<file path="config.mk">
export PLATFORM = sky130hd
export DESIGN_NAME = uart_tx_framer
export DESIGN_NICKNAME = d
export VERILOG_FILES = /design/src/rtl/uart_txf_pkg.sv /design/src/rtl/uart_txf_timer.sv /design/src/rtl/uart_txf_seq.sv /design/src/rtl/uart_txf_linedrv.sv /design/src/rtl/uart_tx_framer.sv
export SDC_FILE = /design/constraint.sdc
export NUM_CORES = 1
export LEC_CHECK = 0
export ABC_AREA = 1
export CAP_MARGIN = 20
export CORE_MARGIN = 5
export CORE_UTILIZATION = 50
export DETAILED_ROUTE_END_ITERATION = 6
export PLACE_DENSITY = 0.8
export SYNTH_ARGS = -nofsm -noshare
export SYNTH_HDL_FRONTEND = slang
export SYNTH_HIERARCHICAL = 1
export SYNTH_SLANG_ARGS = --single-unit
</file>
<file path="constraint.sdc">
create_clock -name clk -period 2.48 [get_ports clk]
set_input_delay 0.372 -clock clk [delete_from_list [all_inputs] [get_ports clk]]
set_output_delay 0.372 -clock clk [all_outputs]
set_load 0.03 [all_outputs]
</file>
<file path="src/rtl/uart_txf_pkg.sv">
package uart_txf_pkg;

  typedef struct packed {
    logic [1:0] wlen;
    logic       two_stop;
    logic       par_en;
    logic       even;
    logic       stick;
  } line_cfg_t;

  typedef enum logic [2:0] {
    ST_IDLE   = 3'd0,
    ST_START  = 3'd1,
    ST_DATA   = 3'd2,
    ST_PARITY = 3'd3,
    ST_STOP   = 3'd4
  } frame_state_t;

  // number of data bits for a word-length code
  function automatic logic [3:0] data_bits(input logic [1:0] wlen);
    return 4'd5 + {2'b00, wlen};
  endfunction

  // parity bit value for a character under a given line setting
  function automatic logic parity_value(input logic [7:0] d, input line_cfg_t c);
    logic [7:0] mask;
    logic       ones_odd;
    mask     = 8'hFF >> (2'd3 - c.wlen);
    ones_odd = ^(d & mask);
    if (c.stick) return ~c.even;
    return c.even ? ones_odd : ~ones_odd;
  endfunction

  // length of the stop period in ticks
  function automatic int unsigned stop_ticks(input line_cfg_t c, input int unsigned tpb);
    if (!c.two_stop)       return tpb;
    if (c.wlen == 2'b00)   return tpb + tpb / 2;
    return 2 * tpb;
  endfunction

endpackage

</file>
<file path="src/rtl/uart_txf_timer.sv">
module uart_txf_timer #(
  parameter int unsigned CW = 6
) (
  input  logic          clk,
  input  logic          rst_n,
  input  logic          restart,
  input  logic          run,
  input  logic          tick,
  input  logic [CW-1:0] limit,
  output logic          bit_end
);
  logic [CW-1:0] cnt;

  assign bit_end = run && tick && (cnt == limit);

  always_ff @(posedge clk or negedge rst_n) begin
    if (!rst_n)              cnt <= '0;
    else if (restart)        cnt <= '0;
    else if (run && tick)    cnt <= (cnt == limit) ? '0 : cnt + 1'b1;
  end

  // the slot counter never runs past the length of the current slot
  a_r4_cnt_bound: assert property (@(posedge clk) disable iff (!rst_n)
    run |-> (cnt <= limit));

endmodule

</file>
<file path="src/rtl/uart_txf_seq.sv">
module uart_txf_seq
  import uart_txf_pkg::*;
#(
  parameter int unsigned TPB = 16,
  parameter int unsigned CW  = 6
) (
  input  logic          clk,
  input  logic          rst_n,
  input  logic          accept,
  input  logic [7:0]    char_in,
  input  line_cfg_t     cfg_in,
  input  logic          bit_end,
  output logic          busy,
  output logic          line_level,
  output logic [CW-1:0] slot_limit
);
  frame_state_t state;
  line_cfg_t    cfg_q;
  logic [7:0]   shreg;
  logic [2:0]   idx;
  logic         par_q;
  logic [3:0]   nbits;
  logic         last_data;

  assign nbits     = data_bits(cfg_q.wlen);
  assign last_data = ({1'b0, idx} == nbits - 4'd1);
  assign busy      = (state != ST_IDLE);

  always_comb begin
    if (state == ST_STOP) slot_limit = CW'(stop_ticks(cfg_q, TPB) - 1);
    else                  slot_limit = CW'(TPB - 1);
  end

  always_comb begin
    case (state)
      ST_START:  line_level = 1'b0;
      ST_DATA:   line_level = shreg[0];
      ST_PARITY: line_level = par_q;
      default:   line_level = 1'b1;
    endcase
  end

  always_ff @(posedge clk or negedge rst_n) begin
    if (!rst_n) begin
      state <= ST_IDLE;
      cfg_q <= '0;
      shreg <= '0;
      idx   <= '0;
      par_q <= 1'b0;
    end else if (accept) begin
      state <= ST_START;
      cfg_q <= cfg_in;
      shreg <= char_in;
      idx   <= '0;
      par_q <= parity_value(char_in, cfg_in);
    end else if (bit_end) begin
      case (state)
        ST_START: state <= ST_DATA;
        ST_DATA: begin
          shreg <= {1'b0, shreg[7:1]};
          idx   <= idx + 3'd1;
          if (last_data) state <= cfg_q.par_en ? ST_PARITY : ST_STOP;
        end
        ST_PARITY: state <= ST_STOP;
        ST_STOP:   state <= ST_IDLE;
        default:   state <= ST_IDLE;
      endcase
    end
  end

  // captured line setting holds for the whole frame
  a_r10_cfg_held: assert property (@(posedge clk) disable iff (!rst_n)
    (busy && $past(busy)) |-> $stable(cfg_q));

  // data index stays inside the selected word length
  a_r3_idx_range: assert property (@(posedge clk) disable iff (!rst_n)
    (state == ST_DATA) |-> ({1'b0, idx} < nbits));

  // no parity slot when parity is off
  a_r5_no_parity_slot: assert property (@(posedge clk) disable iff (!rst_n)
    (state == ST_PARITY) |-> cfg_q.par_en);

endmodule

</file>
<file path="src/rtl/uart_txf_linedrv.sv">
module uart_txf_linedrv (
  input  logic clk,
  input  logic rst_n,
  input  logic brk,
  input  logic busy,
  input  logic level,
  output logic txd
);
  assign txd = brk ? 1'b0 : level;

  // break always wins
  a_r9_break_low: assert property (@(posedge clk) disable iff (!rst_n)
    brk |-> !txd);

  // idle line rests at mark
  a_r1_idle_mark: assert property (@(posedge clk) disable iff (!rst_n)
    (!busy && !brk) |-> txd);

endmodule

</file>
<file path="src/rtl/uart_tx_framer.sv">
module uart_tx_framer
  import uart_txf_pkg::*;
#(
  parameter int unsigned TICKS_PER_BIT = 16
) (
  input  logic       clk,
  input  logic       rst_n,
  input  logic       baud_tick,
  input  logic [7:0] in_data,
  input  logic       in_valid,
  output logic       in_ready,
  input  logic [1:0] lc_wlen,
  input  logic       lc_two_stop,
  input  logic       lc_par_en,
  input  logic       lc_even,
  input  logic       lc_stick,
  input  logic       brk,
  output logic       txd,
  output logic       busy
);
  localparam int unsigned CW = $clog2(2 * TICKS_PER_BIT);

  line_cfg_t     cfg_in;
  logic          accept;
  logic          bit_end;
  logic          level;
  logic [CW-1:0] slot_limit;

  assign cfg_in   = '{wlen: lc_wlen, two_stop: lc_two_stop, par_en: lc_par_en,
                      even: lc_even, stick: lc_stick};
  assign in_ready = !busy && !brk;
  assign accept   = in_valid && in_ready;

  uart_txf_timer #(.CW(CW)) timer_i (
    .clk(clk), .rst_n(rst_n), .restart(accept), .run(busy),
    .tick(baud_tick), .limit(slot_limit), .bit_end(bit_end)
  );

  uart_txf_seq #(.TPB(TICKS_PER_BIT), .CW(CW)) seq_i (
    .clk(clk), .rst_n(rst_n), .accept(accept), .char_in(in_data),
    .cfg_in(cfg_in), .bit_end(bit_end), .busy(busy),
    .line_level(level), .slot_limit(slot_limit)
  );

  uart_txf_linedrv drv_i (
    .clk(clk), .rst_n(rst_n), .brk(brk), .busy(busy),
    .level(level), .txd(txd)
  );

  // a frame only begins after a handshake made outside break
  a_r2_start_on_handshake: assert property (@(posedge clk) disable iff (!rst_n)
    $rose(busy) |-> ($past(in_valid) && !$past(brk)));

  // first cycle of a frame shows the start bit
  a_r4_start_low: assert property (@(posedge clk) disable iff (!rst_n)
    $rose(busy) |-> !txd);

endmodule

</file>
# After elaboration in Yosys (flattened, before gate mapping)
# Cells that the tools add are included.
[totals]
register_bits = 24
output_inout_bits = 3
inputBits = 19
[op_classes]
n_shift = 1
n_mux = 32
n_bitwise = 3
add_sub_neg = 6
eq_ne = 7
n_reduce_logical = 14
[ops]
columns = ["operator", "n"]
rows = [
  ["2-to-1 mux 5 bit", 9],
  ["2-to-1 mux 8 bit", 3],
  ["2-to-1 mux 3 bit", 7],
  ["2-to-1 mux 1 bit", 11],
  ["one-hot mux 3 bit (3 select lines)", 1],
  ["AND 8 bit", 1],
  ["XOR reduction 8 bit", 1],
  ["right shift 8 x 2 -> 8 bit, first input constant", 1],
  ["equality test 3 x 2 -> 1 bit, second input constant", 2],
  ["nonzero test 2 bit", 3],
  ["adder 5 x 1 -> 5 bit, second input constant", 1],
  ["equality test 5 bit", 1],
  ["subtractor 5 x 1 -> 5 bit, second input constant", 1],
  ["adder 3 x 2 -> 4 bit, first input constant", 1],
  ["equality test 3 x 4 -> 1 bit", 1],
  ["logical AND 1 bit", 4],
  ["AND reduction 2 bit", 2],
  ["subtractor 4 x 1 -> 4 bit, second input constant", 1],
  ["adder 3 x 1 -> 3 bit, second input constant", 1],
  ["equality test 3 x 1 -> 1 bit, second input constant", 1],
  ["equality test 3 bit, second input constant", 1],
  ["!= test 3 x 2 -> 1 bit, second input constant", 1],
  ["one-hot mux 1 bit (3 select lines)", 1],
  ["nonzero test 3 bit", 1],
  ["4 further kinds", 6],
]

# Logic depth before layout (Yosys ltp)
# Gate-level depths: netlist (run 1).
[logic_depth]
ltp_word = 13
mapped_depth = 13

# Hierarchy
# The synthesis (run 1) kept the hierarchy.
[by_module_without_submodules]
columns = ["module", "seq_area_each_um2", "area_per_inst_um2", "instances", "cells_per_inst"]
rows = [
  ["uart_txf_seq", 475.5, 1173.6, 1, 167],
  ["uart_txf_timer", 125.1, 357.8, 1, 55],
  ["uart_tx_framer", 0.0, 27.5, 1, 6],
  ["uart_txf_linedrv", 0.0, 10.0, 1, 2],
]

# Least setup slack after synthesis (run 1)
# OpenSTA, ideal clock, no wires.
[synth_timing]
path_kind = "reg-to-reg"
start = "register seq_i.state[0]"
end = "register seq_i.shreg[6]"
arrival_time_ns = 1.904
t_required_ns = 2.386
path_stages_with_launch = 11
period_less_slack_ns = 1.997
path_buffers = 1
path_slack_ns = 0.483
cell_sequence = "dfrtp_1 -> nor4_1 -> nand3_1 -> nand2_1 -> nand2_1 -> nor2_2 -> nand4_1 -> inv_1 -> a21oi_2 -> buf_6 -> a221oi_2"
[synth_via]
elab_chain_cells = 6
word_cells_on_any_way = 14
cone_classes = "eq/ne: 3; mux: 2; reduce/logical: 9"
[synth_rtl]
columns = ["element", "line", "rtl"]
rows = [
  ["start: declaration", "uart_txf_seq.sv:17", "frame_state_t state;"],
  ["start signal: assignment", "uart_txf_seq.sv:62", "if (last_data) state <= cfg_q.par_en ? ST_PARITY : ST_STOP;"],
  ["equality test 3 bit", "uart_txf_seq.sv:30", "if (state == ST_STOP) slot_limit = CW'(stop_ticks(cfg_q, TPB) - 1);"],
  ["2-to-1 mux 5 bit", "uart_txf_seq.sv:30", ""],
  ["net slot_limit[4]", "uart_tx_framer.sv:27", "logic [CW-1:0] slot_limit;"],
  ["equality test 5 bit", "uart_txf_timer.sv:14", "assign bit_end = run && tick && (cnt == limit);"],
  ["logical AND 1 bit", "uart_txf_timer.sv:14", ""],
  ["net bit_end", "uart_tx_framer.sv:25", "logic bit_end;"],
  ["nonzero test 2 bit (no source line)", "--", ""],
  ["AND reduction 2 bit (no source line)", "--", ""],
  ["end signal: assignment", "uart_txf_seq.sv:53", "shreg <= char_in;"],
  ["end signal: assignment", "uart_txf_seq.sv:60", "shreg <= {1'b0, shreg[7:1]};"],
  ["end: declaration", "uart_txf_seq.sv:19", "logic [7:0] shreg;"],
]
# The timed path passes the listed nets, and every way through them passes these cells.
# A chain may end at the register's enable or synchronous reset.

# Worst setup path after layout (run 1)
[layout_timing]
start = "register seq_i.state[2]"
end = "register seq_i.shreg[6]"
# The elaborated chain is that of the path after synthesis.

==> flow_metrics.env, run 1 <==
export IMPL_status="completed"
export IMPL_grt_start_max_net_pins=25
export IMPL_n_antenna_cell=0
export IMPL_die_height_um=66.0
export IMPL_startpoint_type="flop"
export IMPL_io_pins=22
export IMPL_cts_buffer_depth=2
export IMPL_core_sq_um=3030
export IMPL_drt_first_pass_iters=4
export IMPL_synth_top_cell_area_share_pct=38.3
export IMPL_cts_sinks=24
export IMPL_ir_drop_v=0.000384
export IMPL_cts_tree="built"
export IMPL_detailroute_via_count=1468
export IMPL_synth_top_family_by_area="simple AND/OR/NAND/NOR gates"
export IMPL_synth_cell_type_count=30
export IMPL_fmax_ghz=0.459
export IMPL_synth_area_sq_um=1570
export IMPL_area_growth_pct=20.8
export IMPL_hold_class="input port to async pin"
export IMPL_postRouteAntennaNets=0
export IMPL_setup_tns_ps=0
export IMPL_worstSkewPairLatency_ps=320
export IMPL_cp_data_arrival_time_ps=2380
export IMPL_routed_wl_um=3190
export IMPL_ys_warn_count=6
export IMPL_clkTransAtPathRegs_ps=130
export IMPL_drive_above_1_share_pct=8.98
export IMPL_powerDensity_nw_per_um2=824
export IMPL_synth_area_per_cell_sq_um=6.82
export IMPL_drv_cap=0
export IMPL_power_leakage_nw=1.02
export IMPL_antenna_found_initial=0
export IMPL_clock_skew_ps=7.22
export IMPL_path_max_fanout=4
export IMPL_timing_final_ws_setup_ps=300
export IMPL_vias_per_cell=4.89
export IMPL_gr_total_overflow=0
export IMPL_period_minus_slack_ps=2180
export IMPL_final_cell_mix="75 x nand2_1, 38 x inv_1, 24 x dfrtp_1"
export IMPL_drtIter0Drc=73
export IMPL_portBuffers=21
export IMPL_rsz0062_at_grt="no"
export IMPL_synth_compound_area_share_pct=12.4
export IMPL_clock_root_buffer="clkbuf_4"
export IMPL_syn_inst=230
export IMPL_avgRoutedWirePerCell_um=10.6
export IMPL_post_route_period_util_pct=87.9
export IMPL_drc=0
export IMPL_ys_ff_latch=24
export IMPL_place_congestion=0.844
export IMPL_synthMuxAreaShare_pct=0
export IMPL_dp_hpwl_um=2540
export IMPL_place_ws_ps=10.8
export IMPL_die_area_sq_um=4360
export IMPL_drv_slew=0
export IMPL_synth_top_area_cell="dfrtp_1"
export IMPL_synth_fa_ha_area_share_pct=1.59
export IMPL_die_x_um=66.0
export IMPL_cts_max_level=1
export IMPL_grt_total_usage_pct=16.6
export IMPL_synthTopCellsByArea="dfrtp_1 38%, nand2_1 18%, inv_1 9.1%"
export IMPL_fin_nets=278
export IMPL_critPathKind="flop to flop"
export IMPL_yosysSeqAreaShare_pct=38.3
export IMPL_critPathRequiredTime_ps=2690
export IMPL_finalHoldViolations=0
export IMPL_synth_xor_area_share_pct=2.23
export IMPL_cts_buffers=3
export IMPL_worst_setup_path_end_kind="flop"
export IMPL_synth_simple_area_share_pct=32.2
export IMPL_rows=20
export IMPL_setup_violations=0
export IMPL_final_common_cell="nand2_1"
export IMPL_grt_pass1_vias=1420
export IMPL_grt_pass1_wl_um=5630
export IMPL_start_util_pct=51.8
stage by stage:
step                      hold slack, ps  total power [mW]  cell area [sq um]  utilization (%)  std cells
final                                389              1.56               1900             62.6        300
after floorplan                     76.4              1.13               1580                -        232
after global routing                 417              1.71               1900             62.6        300
after global placement               464              1.32               1830             60.3        294
after CTS                            395              1.56               1870             61.7        298
after detailed placement             471              1.35               1830             60.3        294
layout make-up:
class	count	area, sq um
fillers	293	1130
well taps	44	55.1
inverters	42	158
multi-input cells	159	786
flip-flops and latches	24	601
clock buffers	4	36.3
repair buffers	27	260
flip-flops by register name, indices dropped and copies added, names as in the netlist:
signal and count:
seq_i/cfg_q 4, seq_i/idx 3, seq_i/par_q 1, seq_i/shreg 8, seq_i/state 3, timer_i/cnt 5
where the power goes:
| part | switching, mW | internal [mW] | total, mW |
|---|---|---|---|
| combinational | 0.438 | 0.280 | 0.718 |
| clock | 0.116 | 0.0899 | 0.206 |
| sequential | 0.106 | 0.532 | 0.638 |
| total | 0.660 | 0.902 | 1.56 |
worst max-delay path, cell delays in order (launching register included):
cell,delay [ps]
dfrtp_1,440
inv_1,100
nor4_2,320
nand3_1,150
nand2_1,90
nand2_1,60
nor2_2,110
nand4_1,120
inv_1,230
nand2_1,150
nor3_1,240
a221oi_2,60
path summary, 6_finish.rpt:
kind	from	cells past startpoint	slack, ps	end
max	seq_i/state[2]	11	300	seq_i/shreg[6]
min	rst_n	2	390	seq_i/idx[0]
max reg2reg	seq_i/state[2]	11	300	seq_i/shreg[6]
min reg2reg	seq_i/shreg[7]	2	500	seq_i/shreg[7]
max in group asynchronous	rst_n	2	1860	seq_i/shreg[1]
min in group clk	seq_i/shreg[7]	2	500	seq_i/shreg[7]
Yosys cell counts, drive strengths merged:
| cell | instances |
|---|---|
| a21oi | 6 |
| nor4 | 1 |
| nand2 | 76 |
| o21ai | 22 |
| buf | 4 |
| conb | 1 |
| inv | 41 |
| nor3 | 2 |
| nand3b | 1 |
| ha | 2 |
| nand4 | 3 |
| dfrtp | 24 |
| nor2 | 15 |
| clkbuf | 3 |
| a31oi | 1 |
| xor2 | 3 |
| a221oi | 1 |
| nand3 | 20 |
| xnor2 | 1 |
| clkinv | 1 |
| o211ai | 2 |
timing repair:
action / in CTS / in global routing
hold buffers: 0 / 0
gates cloned: 0 / 0
setup endpoints to repair: 1 / 5
gates resized for setup: 1 / 3
buffers inserted: 0 / 2
pin swaps: 0 / 1
hold endpoints to repair: 0 / 0
cell families (layout without fill, tap and decap cells):
kind of cell | count (synthesis) | count (layout)
adders and majority gates | 2 | 2
other | 1 | 3
AOI/OAI and AO/OA | 32 | 32
xor gates and xnor gates | 4 | 4
buffers and inverters | 49 | 73
DFF | 24 | 24
and+or+nand+nor | 118 | 118
per-layer routing:
layer / track usage (%) / wire length (um)
met1: 19.1 / 1430
met2: 30.2 / 1590
met3: 1.87 / 103
met4: 8.38 / 76
met5: 0 / 0
(Power assumes the default switching activity.)
==> run 2: changes to the inputs <==
- CORE_UTILIZATION: 50 -> 54
- PLACE_DENSITY: 0.8 -> 0.85
==> run 2 against run 1 <==
Against the previous run:
- wire length fell by 0.31%
- setup slack lost 140 ps
- global-route usage hardly changed
- via count up 0.20%
==> flow_metrics.env, run 2 (same netlist as run 1, synthesis figures left out) <==
export IMPL_status="completed"
export IMPL_period_minus_slack_ps=2320
export IMPL_area_growth_pct=17.1
export IMPL_routed_wl_um=3180
export IMPL_hold_class="input port to async pin"
export IMPL_die_area_sq_um=4080
export IMPL_die_x_um=63.9
export IMPL_reg_top3="seq_i/shreg x8, timer_i/cnt x5, seq_i/cfg_q x4"
export IMPL_final_common_cell="nand2_1"
export IMPL_finalHoldViolations=0
export IMPL_setup_tns_ps=0
export IMPL_start_util_pct=56.4
export IMPL_gr_total_overflow=0
export IMPL_top_usage_layer="met2"
export IMPL_place_congestion=0.894
export IMPL_top_register="seq_i/shreg"
export IMPL_clkTransAtPathRegs_ps=120
export IMPL_power_leakage_nw=0.981
export IMPL_grt_met2_usage_pct=29.4
export IMPL_core_sq_um=2780
export IMPL_multi_input_area_sq_um=778
export IMPL_grt_use_met1_pct=20.3
export IMPL_drive_above_1_share_pct=7.91
export IMPL_critPathKind="flop to output pin"
export IMPL_cts_buffer_depth=2
export IMPL_rows=19
export IMPL_cts_buffers=3
export IMPL_drv_slew=0
export IMPL_grtUsageMet3_pct=2.45
export IMPL_fmax_ghz=0.432
export IMPL_ir_drop_v=0.000615
export IMPL_clock_root_buffer="clkbuf_4"
export IMPL_dp_hpwl_um=2580
export IMPL_post_route_period_util_pct=93.4
export IMPL_nFillCells=229
export IMPL_holdWs_ps=401
export IMPL_clock_skew_ps=3.59
export IMPL_regArea_sq_um=601
export IMPL_largest_register_ffs=8
export IMPL_startpoint_type="flop"
export IMPL_fin_nets=276
export IMPL_worstSkewPairLatency_ps=310
export IMPL_n_antenna_cell=0
export IMPL_vias_per_cell=5.18
export IMPL_cts_max_level=1
export IMPL_critPathRequiredTime_ps=2110
export IMPL_rr_worst_depth=10
export IMPL_grt_start_max_net_pins=25
export IMPL_postRouteAntennaNets=0
export IMPL_drtIter0Drc=88
export IMPL_path_max_fanout=7
export IMPL_detailroute_via_count=1471
export IMPL_drc=0
export IMPL_powerDensity_nw_per_um2=819
export IMPL_antenna_found_initial=0
export IMPL_drt_first_pass_iters=4
export IMPL_grt_total_usage_pct=16.6
export IMPL_portBuffers=21
export IMPL_drv_cap=0
export IMPL_io_pins=22
export IMPL_post_cts_buffers=0
export IMPL_worst_setup_path_end_kind="output pin"
export IMPL_rsz0062_at_grt="no"
export IMPL_avgRoutedWirePerCell_um=11.2
export IMPL_cts_sinks=24
export IMPL_setup_violations=0
export IMPL_grt_pass1_wl_um=5570
export IMPL_die_height_um=63.9
export IMPL_cts_tree="built"
export IMPL_grt_pass1_vias=1356
export IMPL_final_cell_mix="75 x nand2_1, 38 x inv_1, 24 x dfrtp_1"
export IMPL_cp_data_arrival_time_ps=1950
## run 2: cell types whose count changed in the layout (fill, tap and decap cells not counted)
cell,change
clkdlybuf4s50_1,+2
dlymetal6s2s_1,-2
buf_4,-2
a21oi_2,+1
clkbuf_8,-1
a21oi_4,-1
## run 2: through the flow
| stage | cell area [sq um] | total power [mW] | setup WS (ps) | utilization [%] | instances |
|---|---|---|---|---|---|
| 5_1_grt | 1840 | 1.64 | 12.1 | 66.1 | 284 |
| 3_5_place_dp | 1810 | 1.34 | 194 | 65.0 | 281 |
| 3_3_place_gp | 1810 | 1.31 | 358 | 65.0 | 281 |
| 2_1_floorplan | 1580 | 1.13 | 483 | - | 232 |
| 4_1_cts | 1830 | 1.50 | 145 | 65.9 | 284 |
| 6_report | 1840 | 1.50 | 163 | 66.1 | 284 |
## run 2: worst paths after layout
check / end / slack, ps / startpoint
max: txd / 160 / seq_i/state[0]
min: seq_i/shreg[1] / 400 / rst_n
max reg2reg: seq_i/shreg[6] / 310 / seq_i/state[0]
min reg2reg: seq_i/shreg[5] / 500 / seq_i/shreg[5]
max in group asynchronous: timer_i/cnt[4] / 1850 / rst_n
min in group clk: seq_i/shreg[5] / 500 / seq_i/shreg[5]
## run 2: worst max-delay path, stage by stage, from the launching register on
cell	delay [ps]
dfrtp_1	500
nor2_1	140
a21oi_1	40
o21ai_0	150
inv_1	60
nor2_2	70
clkdlybuf4s50_1	680
## run 2: timing repair
item,in CTS,in global routing
hold buffers,0,0
setup endpoints to repair,0,5
gates resized for setup,0,1
## run 2: area by class of cell
class                      instances  area share [%]
tap                               31            2.11
timing repair buffer              25            13.1
inverter                          42            8.58
clock buffer                       3            1.23
multi-input combinational        159            42.3
sequential                        24            32.7
## run 2: power by group
part	switching, mW	internal (mW)
Combinational	0.413	0.267
Clock	0.108	0.0567
Sequential	0.128	0.533
Total	0.648	0.856
## run 2: per-layer routing
layer  part of all wire [%]  up-vias
li1                       -      763
met1                     44      664
met2                     50       38
met3                    4.8        6
met4                    1.8        0
met5                      0        -
